--- config.mk ---
export PLATFORM = sky130hd
export DESIGN_NAME = spi_queue_master
export DESIGN_NICKNAME = d
export VERILOG_FILES = /design/src/rtl/spq_pkg.sv /design/src/rtl/spq_ram.sv /design/src/rtl/spq_divider.sv /design/src/rtl/spq_engine.sv /design/src/rtl/spi_queue_master.sv
export SDC_FILE = /design/constraint.sdc
export NUM_CORES = 1
export LEC_CHECK = 0
export ABC_AREA = 1
export CORE_UTILIZATION = 64
export CTS_BUF_LIST = sky130_fd_sc_hd__clkbuf_2 sky130_fd_sc_hd__clkbuf_4 sky130_fd_sc_hd__clkbuf_8
export CTS_CLUSTER_SIZE = 30
export DETAILED_ROUTE_END_ITERATION = 8
export MAX_ROUTING_LAYER = met4
export PLACE_DENSITY = 0.79
export REMOVE_ABC_BUFFERS = 1
export SLEW_MARGIN = 20
export SYNTH_ARGS = -nofsm -noshare
export SYNTH_HDL_FRONTEND = slang
export SYNTH_SLANG_ARGS = --single-unit
--- constraint.sdc ---
create_clock -name clk -period 4.55 [get_ports clk]
set_input_delay 1.365 -clock clk [delete_from_list [all_inputs] [get_ports clk]]
set_output_delay 1.365 -clock clk [all_outputs]
set_load 0.05 [all_outputs]
--- src/rtl/spq_pkg.sv ---
package spq_pkg;
  localparam int DATA_W = 16;
  localparam int LEN_W  = 4;
  localparam int HALF_W = $clog2(2 * DATA_W + 3);

  function automatic logic [4:0] word_bits(input logic [LEN_W-1:0] code);
    if (code < 4'd7) return 5'd8;
    return {1'b0, code} + 5'd1;
  endfunction
endpackage

--- src/rtl/spq_ram.sv ---
module spq_ram #(
  parameter int W     = 16,
  parameter int DEPTH = 16,
  parameter int AW    = $clog2(DEPTH)
) (
  input  logic          clk,
  input  logic          we,
  input  logic [AW-1:0] waddr,
  input  logic [W-1:0]  wdata,
  input  logic [AW-1:0] raddr,
  output logic [W-1:0]  rdata
);
  logic [W-1:0] mem [DEPTH];

  always_ff @(posedge clk) begin
    if (we) mem[waddr] <= wdata;
    rdata <= mem[raddr];
  end
endmodule

--- src/rtl/spq_divider.sv ---
module spq_divider #(
  parameter int DIV_W = 8
) (
  input  logic             clk,
  input  logic             rst,
  input  logic             load,
  input  logic [DIV_W-1:0] div,
  input  logic             run,
  output logic             tick
);
  logic [DIV_W-1:0] cnt;
  logic [DIV_W-1:0] div_q;

  always_ff @(posedge clk) begin
    if (rst) begin
      cnt   <= '0;
      div_q <= '0;
    end else if (load) begin
      cnt   <= div;
      div_q <= div;
    end else if (run) begin
      cnt <= (cnt == '0) ? div_q : cnt - 1'b1;
    end
  end

  assign tick = run && (cnt == '0);

  p_cnt_range_r5: assert property (@(posedge clk) disable iff (rst)
    run |-> (cnt <= div_q));
endmodule

--- src/rtl/spq_engine.sv ---
module spq_engine
  import spq_pkg::*;
#(
  parameter int NCS   = 4,
  parameter int IDX_W = 4
) (
  input  logic              clk,
  input  logic              rst,
  input  logic              start,
  input  logic              cfg_cpol,
  input  logic              cfg_cpha,
  input  logic [IDX_W-1:0]  cfg_last,
  input  logic              tick,
  input  logic              miso,
  input  logic [DATA_W-1:0] nxt_data,
  input  logic [LEN_W-1:0]  nxt_len,
  input  logic [NCS-1:0]    nxt_cs,
  output logic [IDX_W-1:0]  rd_ptr,
  output logic              accept,
  output logic              run,
  output logic              rx_we,
  output logic [IDX_W-1:0]  rx_widx,
  output logic [DATA_W-1:0] rx_wdata,
  output logic              sclk,
  output logic              mosi,
  output logic [NCS-1:0]    cs_n,
  output logic              busy,
  output logic              done
);
  logic [IDX_W-1:0]  idx;
  logic [IDX_W-1:0]  lat_last;
  logic              lat_cpol, lat_cpha;
  logic [HALF_W-1:0] half;
  logic              gap, gcnt;
  logic [DATA_W-1:0] cur_data;
  logic [4:0]        cur_bits;
  logic [NCS-1:0]    cur_cs;
  logic [DATA_W-1:0] rx_sh;

  logic [4:0]        nxt_bits, nxt_top;
  logic [HALF_W-1:0] half_nx, two_l, end_half, s_lo, s_hi, b_raw;
  logic [4:0]        b_idx, bit_pos;
  logic              sample_now, clk_active, entry_end, gap_done, is_last, do_load;

  always_comb begin
    nxt_bits   = word_bits(nxt_len);
    nxt_top    = nxt_bits - 5'd1;
    half_nx    = half + HALF_W'(1);
    two_l      = HALF_W'({cur_bits, 1'b0});
    end_half   = two_l + HALF_W'(2);
    s_lo       = HALF_W'(1) + HALF_W'(lat_cpha);
    s_hi       = two_l - HALF_W'(1) + HALF_W'(lat_cpha);
    sample_now = run && tick && !gap && (half_nx >= s_lo) && (half_nx <= s_hi)
                 && (half_nx[0] != lat_cpha);
    clk_active = (half_nx >= HALF_W'(1)) && (half_nx <= two_l) && half_nx[0];
    b_raw      = lat_cpha ? ((half_nx - HALF_W'(1)) >> 1) : (half_nx >> 1);
    b_idx      = (b_raw >= HALF_W'(cur_bits)) ? (cur_bits - 5'd1) : b_raw[4:0];
    bit_pos    = cur_bits - 5'd1 - b_idx;
    accept     = !run && start;
    is_last    = (idx == lat_last);
    entry_end  = run && tick && !gap && (half_nx == end_half);
    gap_done   = run && tick && gap && gcnt;
    do_load    = accept || gap_done || (entry_end && !is_last && (nxt_cs == cur_cs));
    rd_ptr     = run ? idx + IDX_W'(1) : '0;
  end

  always_ff @(posedge clk) begin
    if (rst) begin
      run      <= 1'b0;
      busy     <= 1'b0;
      done     <= 1'b0;
      sclk     <= 1'b0;
      mosi     <= 1'b0;
      cs_n     <= '1;
      idx      <= '0;
      lat_last <= '0;
      lat_cpol <= 1'b0;
      lat_cpha <= 1'b0;
      half     <= '0;
      gap      <= 1'b0;
      gcnt     <= 1'b0;
      cur_data <= '0;
      cur_bits <= 5'd8;
      cur_cs   <= '0;
      rx_sh    <= '0;
      rx_we    <= 1'b0;
      rx_widx  <= '0;
      rx_wdata <= '0;
    end else begin
      done  <= 1'b0;
      rx_we <= 1'b0;
      if (accept) begin
        run      <= 1'b1;
        busy     <= 1'b1;
        lat_cpol <= cfg_cpol;
        lat_cpha <= cfg_cpha;
        lat_last <= cfg_last;
      end
      if (!run && !accept) sclk <= cfg_cpol;
      if (entry_end) begin
        rx_we    <= 1'b1;
        rx_widx  <= idx;
        rx_wdata <= rx_sh;
      end
      if (do_load) begin
        idx      <= run ? idx + IDX_W'(1) : '0;
        cur_data <= nxt_data;
        cur_bits <= nxt_bits;
        cur_cs   <= nxt_cs;
        half     <= '0;
        gap      <= 1'b0;
        gcnt     <= 1'b0;
        rx_sh    <= '0;
        cs_n     <= ~nxt_cs;
        sclk     <= run ? lat_cpol : cfg_cpol;
        mosi     <= nxt_data[nxt_top[3:0]];
      end else if (run && tick) begin
        if (gap) begin
          gcnt <= 1'b1;
        end else begin
          half <= half_nx;
          if (sample_now) rx_sh <= {rx_sh[DATA_W-2:0], miso};
          if (entry_end) begin
            sclk <= lat_cpol;
            cs_n <= '1;
            if (is_last) begin
              run  <= 1'b0;
              busy <= 1'b0;
              done <= 1'b1;
            end else begin
              gap  <= 1'b1;
              gcnt <= 1'b0;
            end
          end else begin
            sclk <= lat_cpol ^ clk_active;
            mosi <= cur_data[bit_pos[3:0]];
          end
        end
      end
    end
  end

  p_done_pulse_r8: assert property (@(posedge clk) disable iff (rst)
    done |=> !done);
  p_busy_done_r8: assert property (@(posedge clk) disable iff (rst)
    $fell(busy) |-> done);
  p_idle_cs_r3: assert property (@(posedge clk) disable iff (rst)
    !busy |-> (&cs_n));
  p_no_clock_in_gap_r4: assert property (@(posedge clk) disable iff (rst)
    (busy && $past(busy) && (sclk != $past(sclk))) |-> !gap);
  p_half_bound_r1: assert property (@(posedge clk) disable iff (rst)
    (run && !gap) |-> (half < end_half));
endmodule

--- src/rtl/spi_queue_master.sv ---
module spi_queue_master
  import spq_pkg::*;
#(
  parameter int DEPTH = 16,
  parameter int NCS   = 4,
  parameter int DIV_W = 8,
  localparam int IDX_W = $clog2(DEPTH),
  localparam int ENT_W = NCS + LEN_W + DATA_W
) (
  input  logic              clk,
  input  logic              rst,
  input  logic              q_we,
  input  logic [IDX_W-1:0]  q_waddr,
  input  logic [DATA_W-1:0] q_wdata,
  input  logic [LEN_W-1:0]  q_wlen,
  input  logic [NCS-1:0]    q_wcs,
  input  logic              cfg_cpol,
  input  logic              cfg_cpha,
  input  logic [DIV_W-1:0]  cfg_div,
  input  logic [IDX_W-1:0]  cfg_last,
  input  logic              start,
  input  logic [IDX_W-1:0]  rx_raddr,
  output logic [DATA_W-1:0] rx_rdata,
  input  logic              miso,
  output logic              sclk,
  output logic              mosi,
  output logic [NCS-1:0]    cs_n,
  output logic              busy,
  output logic              done
);
  logic [ENT_W-1:0]  ent_q;
  logic [IDX_W-1:0]  rd_ptr;
  logic              accept, run, tick;
  logic              rx_we;
  logic [IDX_W-1:0]  rx_widx;
  logic [DATA_W-1:0] rx_wdata;

  spq_ram #(.W(ENT_W), .DEPTH(DEPTH), .AW(IDX_W)) u_txq (
    .clk(clk), .we(q_we), .waddr(q_waddr),
    .wdata({q_wcs, q_wlen, q_wdata}),
    .raddr(rd_ptr), .rdata(ent_q)
  );

  spq_ram #(.W(DATA_W), .DEPTH(DEPTH), .AW(IDX_W)) u_rxq (
    .clk(clk), .we(rx_we), .waddr(rx_widx), .wdata(rx_wdata),
    .raddr(rx_raddr), .rdata(rx_rdata)
  );

  spq_divider #(.DIV_W(DIV_W)) u_div (
    .clk(clk), .rst(rst), .load(accept), .div(cfg_div), .run(run), .tick(tick)
  );

  spq_engine #(.NCS(NCS), .IDX_W(IDX_W)) u_eng (
    .clk(clk), .rst(rst), .start(start),
    .cfg_cpol(cfg_cpol), .cfg_cpha(cfg_cpha), .cfg_last(cfg_last),
    .tick(tick), .miso(miso),
    .nxt_data(ent_q[DATA_W-1:0]),
    .nxt_len(ent_q[DATA_W +: LEN_W]),
    .nxt_cs(ent_q[DATA_W+LEN_W +: NCS]),
    .rd_ptr(rd_ptr), .accept(accept), .run(run),
    .rx_we(rx_we), .rx_widx(rx_widx), .rx_wdata(rx_wdata),
    .sclk(sclk), .mosi(mosi), .cs_n(cs_n), .busy(busy), .done(done)
  );
endmodule

## Word-level counts from Yosys, hierarchy flattened

Memory sizes are Yosys's and may differ from the RTL's. A register that Yosys moved wholly into a read port is not among the register bits.
Cells that the tools add are included.

| operators by class | value |
|---|---|
| add/sub/neg operators | 12 |
| $lt $le $gt $ge | 8 |
| eq/ne operators | 7 |
| multiplexer cells | 51 |
| bitwise operators | 5 |
| reductions and logical operators | 33 |

Operators with widths:

| kind | count |
|---|---|
| $mux 1 | 37 |
| $mux 4 | 6 |
| $mux 8 | 3 |
| $logic_and 1x1->1 | 15 |
| $mux 5 | 3 |
| $le 6x6->1 | 2 |
| $reduce_and 3->1 | 4 |
| $sub 6x1->6 const B | 2 |
| $lt 4x5->1 const B | 2 |
| $bmux 1 s4 | 2 |
| $eq 4x4->1 | 2 |
| $logic_not 8->1 | 1 |
| $reduce_bool 2->1 | 4 |
| $sub 4x1->4 const B | 2 |
| $sub 8x1->8 const B | 1 |
| $add 6x1->6 | 1 |
| $add 6x1->6 const B | 1 |
| $add 6x2->6 const B | 1 |
| $eq 6x6->1 | 1 |
| $ge 6x1->1 const B | 1 |
| $ge 6x6->1 | 1 |
| $add 4x1->5 const B | 1 |
| $ge 5x5->1 | 1 |
| $reduce_or 5->1 | 1 |
| 14 further kinds | 21 |

| word-level totals | value |
|---|---|
| register bits after elaboration | 105 |
| bits in writable memories | 640 |
| bits of input ports | 51 |
| logic and storage cells | 140 |
| memories kept | 2 |

Memory list:

| memory | words | bits a word | rd ports | clocked after Yosys merged registers in | wr ports | line | text |
|---|---|---|---|---|---|---|---|
| u_txq.mem | 16 | 24 | 1 | 1 | 1 | spq_ram.sv:13 | `logic [W-1:0] mem [DEPTH];` |
| u_rxq.mem | 16 | 16 | 1 | 1 | 1 | spq_ram.sv:13 |  |

## Logic depth before layout (Yosys ltp)

Gate-level depths: netlist of run 1.

| depth | value |
|---|---|
| word-level depth | 12 |
| depth in mapped cells | 27 |
| gate-level depth less buffers | 27 |

## Cells and area by module

From an unflattened synthesis of run 1, not the netlist that was laid out.

| unflattened totals | value |
|---|---|
| cell total of the unflattened synthesis | 3,487 |
| area total of the unflattened synthesis | 34,152.8 um^2 |

Modules (own cells, without submodules):

| module | instances | cells each | area an instance (um^2) | sequential area each (um^2) |
|---|---|---|---|---|
| spq_ram at u_txq | 1 | 1,597 | 16,951.3 | 12,011.5 |
| spq_ram at u_rxq | 1 | 1,074 | 11,380.9 | 8,007.7 |
| spq_engine | 1 | 682 | 4,864.7 | 1,781.7 |
| spq_divider | 1 | 134 | 955.9 | 320.3 |

## Least setup slack after synthesis of run 1

No wires, ideal clock.

| timing path | value |
|---|---|
| kind | reg-to-reg |
| from | register u_eng.half[0] |
| to | register u_eng.mosi |
| setup time | 132 ps |
| data arrival time | 3,918 ps |
| required time | 4,418 ps |
| path slack | 500 ps |
| stages on the path, launching flop included | 25 |
| path buffers | 1 |
| period minus slack after synthesis | 4,050 ps |
| cells stage by stage | dfxtp_1 -> buf_2 -> inv_1 -> ha_1 -> nor3_1 -> inv_1 -> nor2_1 -> xor2_1 -> ha_1 -> a21oi_1 -> o211ai_1 -> nor2_1 -> nand2_1 -> o21ai_0 -> ha_1 -> inv_1 -> fa_1 -> xnor2_1 -> inv_1 -> a211oi_1 -> nor2_1 -> nand3_1 -> nand3_1 -> nand2_1 -> a21oi_1 |

| between the ends | value |
|---|---|
| cells in the longest elaborated chain, start to end | 12 |
| elaborated cells between the ends (all ways) | 21 |
| those cells by class | add/sub: 3; order compare: 1; eq/ne: 3; mux: 8; reduce/logical: 6 |

Ends and longest elaborated chain:

| what | line | text |
|---|---|---|
| start, declared | spq_engine.sv:33 | `logic [HALF_W-1:0] half;` |
| start signal, assigned | spq_engine.sv:121 | `half <= half_nx;` |
| $add 6x1->6 (*) | spq_engine.sv:48 | `half_nx = half + HALF_W'(1);` |
| net u_eng.half_nx[0] | spq_engine.sv:41 | `logic [HALF_W-1:0] half_nx, two_l, end_half, s_lo, s_hi, b_raw;` |
| $sub 6x1->6 | spq_engine.sv:56 | `b_raw = lat_cpha ? ((half_nx - HALF_W'(1)) >> 1) : (half_nx >> 1);` |
| $mux 5 | spq_engine.sv:56 |  |
| $ge 5x5->1 | spq_engine.sv:57 | `b_idx = (b_raw >= HALF_W'(cur_bits)) ? (cur_bits - 5'd1) : b_raw[4:0];` |
| $mux 4 | spq_engine.sv:57 |  |
| $sub 4x4->4 | spq_engine.sv:58 | `bit_pos = cur_bits - 5'd1 - b_idx;` |
| $bmux 1 s4 | spq_engine.sv:136 | `mosi <= cur_data[bit_pos[3:0]];` |
| $mux 1 (not written as such) | spq_engine.sv:136 |  |
| $mux 1 | spq_engine.sv:123 | `if (entry_end) begin` |
| $mux 1 | spq_engine.sv:118 | `if (gap) begin` |
| $mux 1 | spq_engine.sv:117 | `end else if (run && tick) begin` |
| $mux 1 | spq_engine.sv:105 | `if (do_load) begin` |
| end signal, assigned | spq_engine.sv:116 | `mosi <= nxt_data[nxt_top[3:0]];` |
| end signal, assigned | spq_engine.sv:136 |  |
| end, declared | spq_engine.sv:25 | `output logic mosi,` |

Mark *: on every way through the listed nets, which the timed path passes. The rest lies on a longest branch. The select of a mux whose other input is x is not followed.
A chain may end at the register's enable or synchronous reset.

## Worst setup path after layout of run 1

Same ends and word-level chain as after synthesis.

==> results of run 1 <==
-- worst max-delay path, cell delays in order, from the launching register on --
cell and delay, ps:
dfxtp_2 390, ha_4 190, nand2_1 70, nand2_2 110
inv_1 120, nor3_4 230, nand2_1 90, xor2_1 160
ha_1 340, nand2_1 90, inv_1 40, nand4_1 60
o211ai_1 100, nor2_2 170, buf_4 160, o21ai_0 80
ha_1 220, inv_1 90, fa_1 480, o21ai_0 120
a21oi_1 70, a211oi_1 190, nor2_1 90, nand3_1 80
nand3_1 70, nand2_1 80, a21oi_1 50
-- state kept, by name, indices dropped and copies added, names as in the netlist, 5 cells and up --
register / cells
u_div.cnt: 8
u_eng.cur_bits: 5
u_div.div_q: 8
u_rxq.rdata: 16
u_txq.rdata: 24
u_eng.cur_data: 16
u_eng.rx_wdata: 16
u_eng.half: 6
u_rxq.mem: 256
u_eng.rx_sh: 16
u_txq.mem: 384
-- layout make-up --
cell class | instances | area (um2) | area share
well taps | 664 | 830.8 | 0.02326
inverters | 164 | 624.3 | 0.01748
multi-input cells | 1497 | 8359 | 0.2340
clock inverters | 46 | 336.6 | 0.009423
repair buffers | 139 | 1282 | 0.03591
flip-flops and latches | 785 | 22130 | 0.6195
clock buffers | 178 | 2156 | 0.06036
diodes | 1 | 2.502 | 0.00007006
-- cells by family (layout without fill, tap and decap cells) --
group / count (synthesis) / in the layout
DFF: 785 / 785
xor gates and xnor gates: 23 / 23
muxes: 65 / 65
AOI/OAI and AO/OA: 708 / 708
buffers and inverters: 315 / 527
and+or+nand+nor: 671 / 671
adders and majority gates: 30 / 30
other: 0 / 1
-- cell usage after synthesis (2+ instances only) --
master	number
a211oi_1	6
a21oi_1	124
a21oi_2	17
a31oi_1	9
buf_1	10
buf_2	25
buf_4	5
buf_6	6
clkbuf_1	100
dfxtp_1	145
edfxtp_1	640
ha_1	29
inv_1	153
inv_2	8
mux2i_1	65
nand2_1	199
nand2_2	5
nand2_4	4
nand3_1	106
nand4_1	11
nand4_2	2
nor2_1	322
nor2_2	6
nor2_4	2
nor3_1	5
nor3_2	4
o211ai_1	78
o21ai_0	354
o21ai_1	18
o21bai_1	2
o221ai_1	82
o22ai_1	14
xnor2_1	8
xor2_1	15
-- timing repair --
item / 4_1_cts / 5_1_grt
setup endpoints to repair: 0 / 1
resized for setup: 0 / 10
setup buffers: 0 / 2
-- through the flow --
stage	area, um2	worst slack [ps]	utilization
2_1_floorplan	30970	-5737	-
3_3_place_gp	33170	387.9	0.6790
3_5_place_dp	33170	234.1	0.6790
4_1_cts	35660	188.0	0.7301
5_1_grt	35720	-9.245	0.7312
6_report	35720	456.4	0.7312
-- per-layer routing --
metal / track usage / vias to the layer above
li1: - / 9715
met1: 0.3983 / 10290
met2: 0.4936 / 1100
met3: 0.05526 / 208
met4: 0.1358 / 0
met5: - / -
-- worst max path at each step --
stage / start / to / slack, ps
final: u_eng.half[0]$_SDFFE_PP0P_ / u_eng.mosi$_SDFFE_PP0P_ / 460
after global routing: u_eng.half[0]$_SDFFE_PP0P_ / u_eng.mosi$_SDFFE_PP0P_ / -9
after CTS: u_eng.half[0]$_SDFFE_PP0P_ / u_eng.mosi$_SDFFE_PP0P_ / 190
after detailed placement: u_eng.half[0]$_SDFFE_PP0P_ / u_eng.mosi$_SDFFE_PP0P_ / 230
after global placement: u_eng.half[0]$_SDFFE_PP0P_ / u_eng.mosi$_SDFFE_PP0P_ / 390
after floorplan: u_eng.idx[0]$_SDFFE_PP0P_ / u_txq.rdata[17]$_DFF_P_ / -5740
-- report_power, final --
part	internal, mW	switching, mW	total, mW
clock	3.27	2.66	5.93
sequential	7.89	0.102	7.99
combinational	0.432	0.905	1.34
total	11.6	3.67	15.3
==> flow_summary_export.csv, run 1 <==
group,metric,value,unit
pwr,power_leakage,12.43,nW
logic_synthesis,synth_seq_cells,785,
hold_path,min-delay-start,"u_eng.cur_data[12]$_SDFFE_PP0P_",
setup_path,capture_instance_of_the_worst_register_to_register_path,"u_eng.mosi$_SDFFE_PP0P_",
outcome,run_status,"complete, no violations",
layout,fraction_of_final_layout_cells_with_drive_strength_greater_than_1,0.1278,
setup_path,worstRegToRegCells,26,
logic_synthesis,synthDominantCellAreaShare,0.6068,
placement,dp.cells,3247,
logic_synthesis,syn-mean-instance-area,12.20,um2
clock_tree,clk_latency,730,ps
route,met1Wirelength,29410,um
logic_synthesis,synth_cell_types,52,
clock_tree,postCtsHoldBufs,0,
logic_synthesis,synthXorXnorAreaFrac,0.006360,
placement,dp.final_hpwl,42880,um
logic_synthesis,yosys_warnings,0,
layout,finish.cell_count_without_fillers,3474,
floorplan,initial_utilization,0.6484,
grt,grt_start_max_net_pins,193,
layout,synthToLayoutAreaGrowth,12.77,%
logic_synthesis,ys.flop_type,"edfxtp_1",
hold_path,hp-class,"reg2reg",
route,vias_per_cell,6.136,
sta,min_period_over_period,0.8997,
placement,gp_congestion,0.9016,
hold_path,worst_hold_path.endpoint,"u_eng.cur_data[12]$_SDFFE_PP0P_",
pwr,power_per_cell_area,427.2,nW/um2
logic_synthesis,simple_gate_share_of_the_synthesized_area,0.08896,
sta,finalHoldViolations,0,
pwr,vdd_ir_drop_max,0.0003346,V
route,remaining_drc_errors,0,
clock_tree,ctsRootBufferMaster,"clkbuf_8",
floorplan,die_w,224.5,um
sta,worst_slew_pin_tran,973.5,ps
clock_tree,clkTransAtPathRegs,60,ps
clock_tree,numClockSinks,785,
logic_synthesis,multiplexer_share_of_the_synthesized_area,0.02054,
setup_path,worstPathArrival,4700,ps
setup_path,endpoint_type_of_the_worst_setup_path,"register",
layout,filler_cells,3204,
route,route.vias.total,21320,
logic_synthesis,post-synth-top-area-cell,"edfxtp_1",
sta,maxSlewViolCount,0,
route,route.top_layer_used,"met4",
route,dr.first_iter.drc_count,2494,
setup_path,startpoint_type,"register",
clock_tree,cts_tree,"yes",
setup_path,r2r-start,"u_eng.half[0]$_SDFFE_PP0P_",
route,drt-total-wl,75290,um
placement,port_buffers,74,
sta,maxClockFrequency,244.3,MHz
pwr,fin_total_pwr,15.26,mW
logic_synthesis,dominant_combinational_cell_family_by_area_after_synthesis,"compound AO/OA/AOI/OAI gates",
logic_synthesis,yosys.area_share.adder,0.01209,
logic_synthesis,synth_top_cells_by_area,"edfxtp_1 (61%), dfxtp_1 (9.2%), o21ai_0 (5.6%), nor2_1 (3.8%), nand2_1 (2.4%)",
sta,fin_tns_setup,0,ps
grt,globalRouteTotalUtil,0.3115,
logic_synthesis,share_of_the_synthesized_area_in_compound_gates_ao_oa_aoi_oai,0.1317,
clock_tree,tritoncts.num_buffers,118,
layout,final_common_cell,"edfxtp_1",
floorplan,core_region_area,48850,um2
grt,grt_pass1_wl,115800,um
setup_path,cp_data_required_time,5160,ps
route,wl_per_cell,21.67,um
route,drt.antenna.violating_nets,0,
route,met3_length,6307,um
layout,layout_common_cells,"edfxtp_1 (640), o21ai_0 (354), nor2_1 (295)",
grt,grt_pass1_vias,20890,
clock_tree,max-clock-path-buffers,3,
logic_synthesis,synth_edf_count,640,
floorplan,die_height,224.5,um
floorplan,floorplan.die_area,50380,um2
setup_path,timing.critical_path.fanout_max,6,
logic_synthesis,ys_seq_area_frac,0.6984,
sta,clock_skew,27.86,ps
logic_synthesis,synthesis.instances,2597,
sta,slew_headroom,0.3470,
logic_synthesis,post_synth_instance_area,31670,um2
setup_path,critPathKind,"reg2reg",
route,met2_length,36780,um
logic_synthesis,synth_async_sr_flop_share,0,
route,detailedRoute.firstPassIterationCount,6,
flow_run,drv_cap,0,
setup_path,timing.reg2reg.setup_slack,460,ps
layout,design.final.nets,2786,
hold_path,min_path_cells,2,
grt,antenna_found_initial,1,
sta,hold_slack,462.1,ps
floorplan,placement_rows,81,
grt,grt_overflow_total,0,
sta,fin_crit,4094,ps
floorplan,floorplan.io_pins,75,
clock_tree,htreeDepth,3,
sta,setup_failing_eps_final,0,
No activity file was read; power rests on OpenSTA's default activity.
==> run 2: changes to the inputs <==
Settings changed: CORE_UTILIZATION 64 to 60, PLACE_DENSITY 0.79 to 0.75.
==> run 2 against run 1 <==
  * Non-clock buffer count rose by 2
  * Combinational power barely moved
  * Sequential share of layout area decreased by 0.076 points
  * Routed wire length is 0.94% higher
  * Worst hold slack got worse by 9.8 ps
  * Largest cell class unchanged
  * Largest power group unchanged
  * Highest routed layer unchanged
==> flow_summary_export.csv, run 2 (synthesis gave the netlist of run 1 again) <==
group,metric,value,unit
route,wl_per_cell,21.74,um
floorplan,die_w,231.8,um
grt,grt_pass1_vias,20670,
route,dr.first_iter.drc_count,2444,
clock_tree,clk_latency,740,ps
outcome,run_status,"complete, no violations",
clock_tree,numClockSinks,785,
placement,dp.final_hpwl,43720,um
clock_tree,tritoncts.num_buffers,119,
setup_path,crit_top_cell,"inv_1",
layout,synthToLayoutAreaGrowth,12.91,%
floorplan,floorplan.io_pins,75,
layout,final_common_cell,"edfxtp_1",
route,vias_per_cell,6.047,
route,drt.antenna.violating_nets,0,
clock_tree,postCtsHoldBufs,0,
route,remaining_drc_errors,0,
clock_tree,cts_tree,"yes",
pwr,fin_total_pwr,15.22,mW
setup_path,endpoint_type_of_the_worst_setup_path,"register",
route,drt-total-wl,76000,um
layout,finish.cell_count_without_fillers,3496,
placement,port_buffers,74,
setup_path,crit_path_cell_chain,"inv_1 -> ha_2 -> nor3_2 -> inv_1 -> nor2_1 -> xor2_1 -> ha_1 -> a21oi_1 -> o211ai_1 -> nor2_2 -> nand2_1 -> o21ai_0 -> ha_1 -> inv_1 -> fa_1 -> xnor2_2 -> inv_1 -> a211oi_1 -> nor2_1 -> nand3_1 -> nand3_1 -> nand2_1 -> a21oi_1",
hold_path,hp-class,"reg2reg",
sta,setup_failing_eps_final,0,
setup_path,worstPathBufferInverterCount,4,
setup_path,highest_delay_cell_along_the_critical_path,"fa_1",
sta,rsz0062_at_grt,"false",
floorplan,die_height,231.8,um
setup_path,startpoint_type,"register",
layout,fraction_of_final_layout_cells_with_drive_strength_greater_than_1,0.1330,
placement,dpl_cell_area,33230,um2
layout,layout_common_cells,"edfxtp_1 (640), o21ai_0 (354), nor2_1 (289)",
clock_tree,ctsRootBufferMaster,"clkbuf_8",
setup_path,critical-path-max-stage-delay,410,ps
layout,largestRegisters,"u_txq.mem (384), u_rxq.mem (256), u_txq.rdata (24)",
sta,fin_crit,4138,ps
grt,grt_pass1_wl,115400,um
setup_path,worstPathArrival,4760,ps
sta,worst_slew_pin_tran,1020,ps
route,detailedRoute.firstPassIterationCount,6,
layout,ff_latch_area,22130,um2
clock_tree,clkTransAtPathRegs,60,ps
floorplan,initial_utilization,0.6124,
grt,grt_start_max_net_pins,98,
layout,design.final.nets,2789,
floorplan,placement_rows,83,
grt,antenna_found_initial,3,
setup_path,timing.critical_path.fanout_max,6,
clock_tree,max-clock-path-buffers,3,
clock_tree,postCtsSetupBuffers,0,
sta,maxSlewViolCount,0,
route,route.vias.total,21140,
flow_run,drv_cap,0,
grt,grt_overflow_total,0,
setup_path,critical-path-top-delay-family,"adder cells",
placement,gp_congestion,0.8987,
layout,final_design_instance_area_without_fill,35760,um2
floorplan,floorplan.die_area,53710,um2
floorplan,core_region_area,51720,um2
placement,dp.cells,3267,
grt,globalRouteTotalUtil,0.2925,
layout,flip_flop_count_of_the_largest_register_all_copies_and_words_added,384,
layout,filler_cells,3608,
setup_path,cp_data_required_time,5170,ps
clock_tree,htreeDepth,3,
layout,multi_input_comb_area,8371,um2
layout,largest_register,"u_txq.mem",
pwr,power_leakage,12.46,nW
sta,clock_skew,32.91,ps
setup_path,critPathKind,"reg2reg",
pwr,vdd_ir_drop_max,0.0003437,V
sta,slew_headroom,0.3184,
layout,utilization,0.6915,
sta,finalHoldViolations,0,
pwr,power_per_cell_area,425.6,nW/um2
sta,min_period_over_period,0.9094,
sta,maxClockFrequency,241.7,MHz
clock_tree,cts_resized,0,
run 2: cell count changes in the layout (fill, tap and decap cells not counted), moves of 3 or more:
cell       delta
nor2_2        +6
clkbuf_8      +3
bufinv_16     -3
clkbuf_4     +15
clkinv_2      -8
nor2_1        -6
inv_6         +3
clkinv_1      -6
run 2: worst register-to-register path, cell delays in order, from the launching register on:
cell and delay [ps]:
dfxtp_2 400, inv_1 140, ha_2 350, nor3_2 230, inv_1 70, nor2_1 110
xor2_1 250, ha_1 300, a21oi_1 150, o211ai_1 100, nor2_2 170, nand2_1 70
o21ai_0 80, ha_1 180, inv_1 60, fa_1 410, xnor2_2 240, inv_1 100
a211oi_1 260, nor2_1 80, nand3_1 80, nand3_1 80, nand2_1 80, a21oi_1 50
run 2: layer usage:
metal	wire length (um)	GRT usage
met5	0	-
met3	5815	0.05096
met1	30010	0.3654
met2	38120	0.4826
met4	2065	0.1030
run 2: power by group:
part / internal, mW / leakage, nW / total [mW] / switching, mW
clock network: 3.26 / 1.34 / 5.88 / 2.62
logic: 0.433 / 4.65 / 1.36 / 0.922
registers: 7.89 / 6.47 / 7.98 / 0.0933
run 2: final timing paths:
check / from / end / slack [ps] / cells after the start
max reg2reg: u_eng.half[0]$_SDFFE_PP0P_ / u_eng.mosi$_SDFFE_PP0P_ / 410 / 23
min reg2reg: u_eng.cur_data[8]$_SDFFE_PP0P_ / u_eng.cur_data[8]$_SDFFE_PP0P_ / 450 / 2
max: u_eng.half[0]$_SDFFE_PP0P_ / u_eng.mosi$_SDFFE_PP0P_ / 410 / 23
min: u_eng.cur_data[8]$_SDFFE_PP0P_ / u_eng.cur_data[8]$_SDFFE_PP0P_ / 450 / 2
run 2: area by class of cell:
type,instances,share of cell area
sequential,785,0.6187
multi-input combinational,1497,0.2341
clock buffer,196,0.06459
timing repair buffer,141,0.03628
tap,680,0.02379
inverter,164,0.01742
clock inverter,30,0.004933
antenna,3,0.0002099
run 2: through the flow:
step	hold slack (ps)	setup slack, ps	TNS [ps]
detailed placement	447.6	56.64	0
global route	469.6	37.32	0
finish	452.3	412.0	0
CTS	456.6	56.41	0
global placement	448.2	247.0	0
floorplan	426.6	-5737	-142310
==> run 3: changes to the inputs <==
Settings changed: TNS_END_PERCENT from default to 50.
==> results of run 3 <==
Final layout, timing and power as in run 2 (identical DEF).
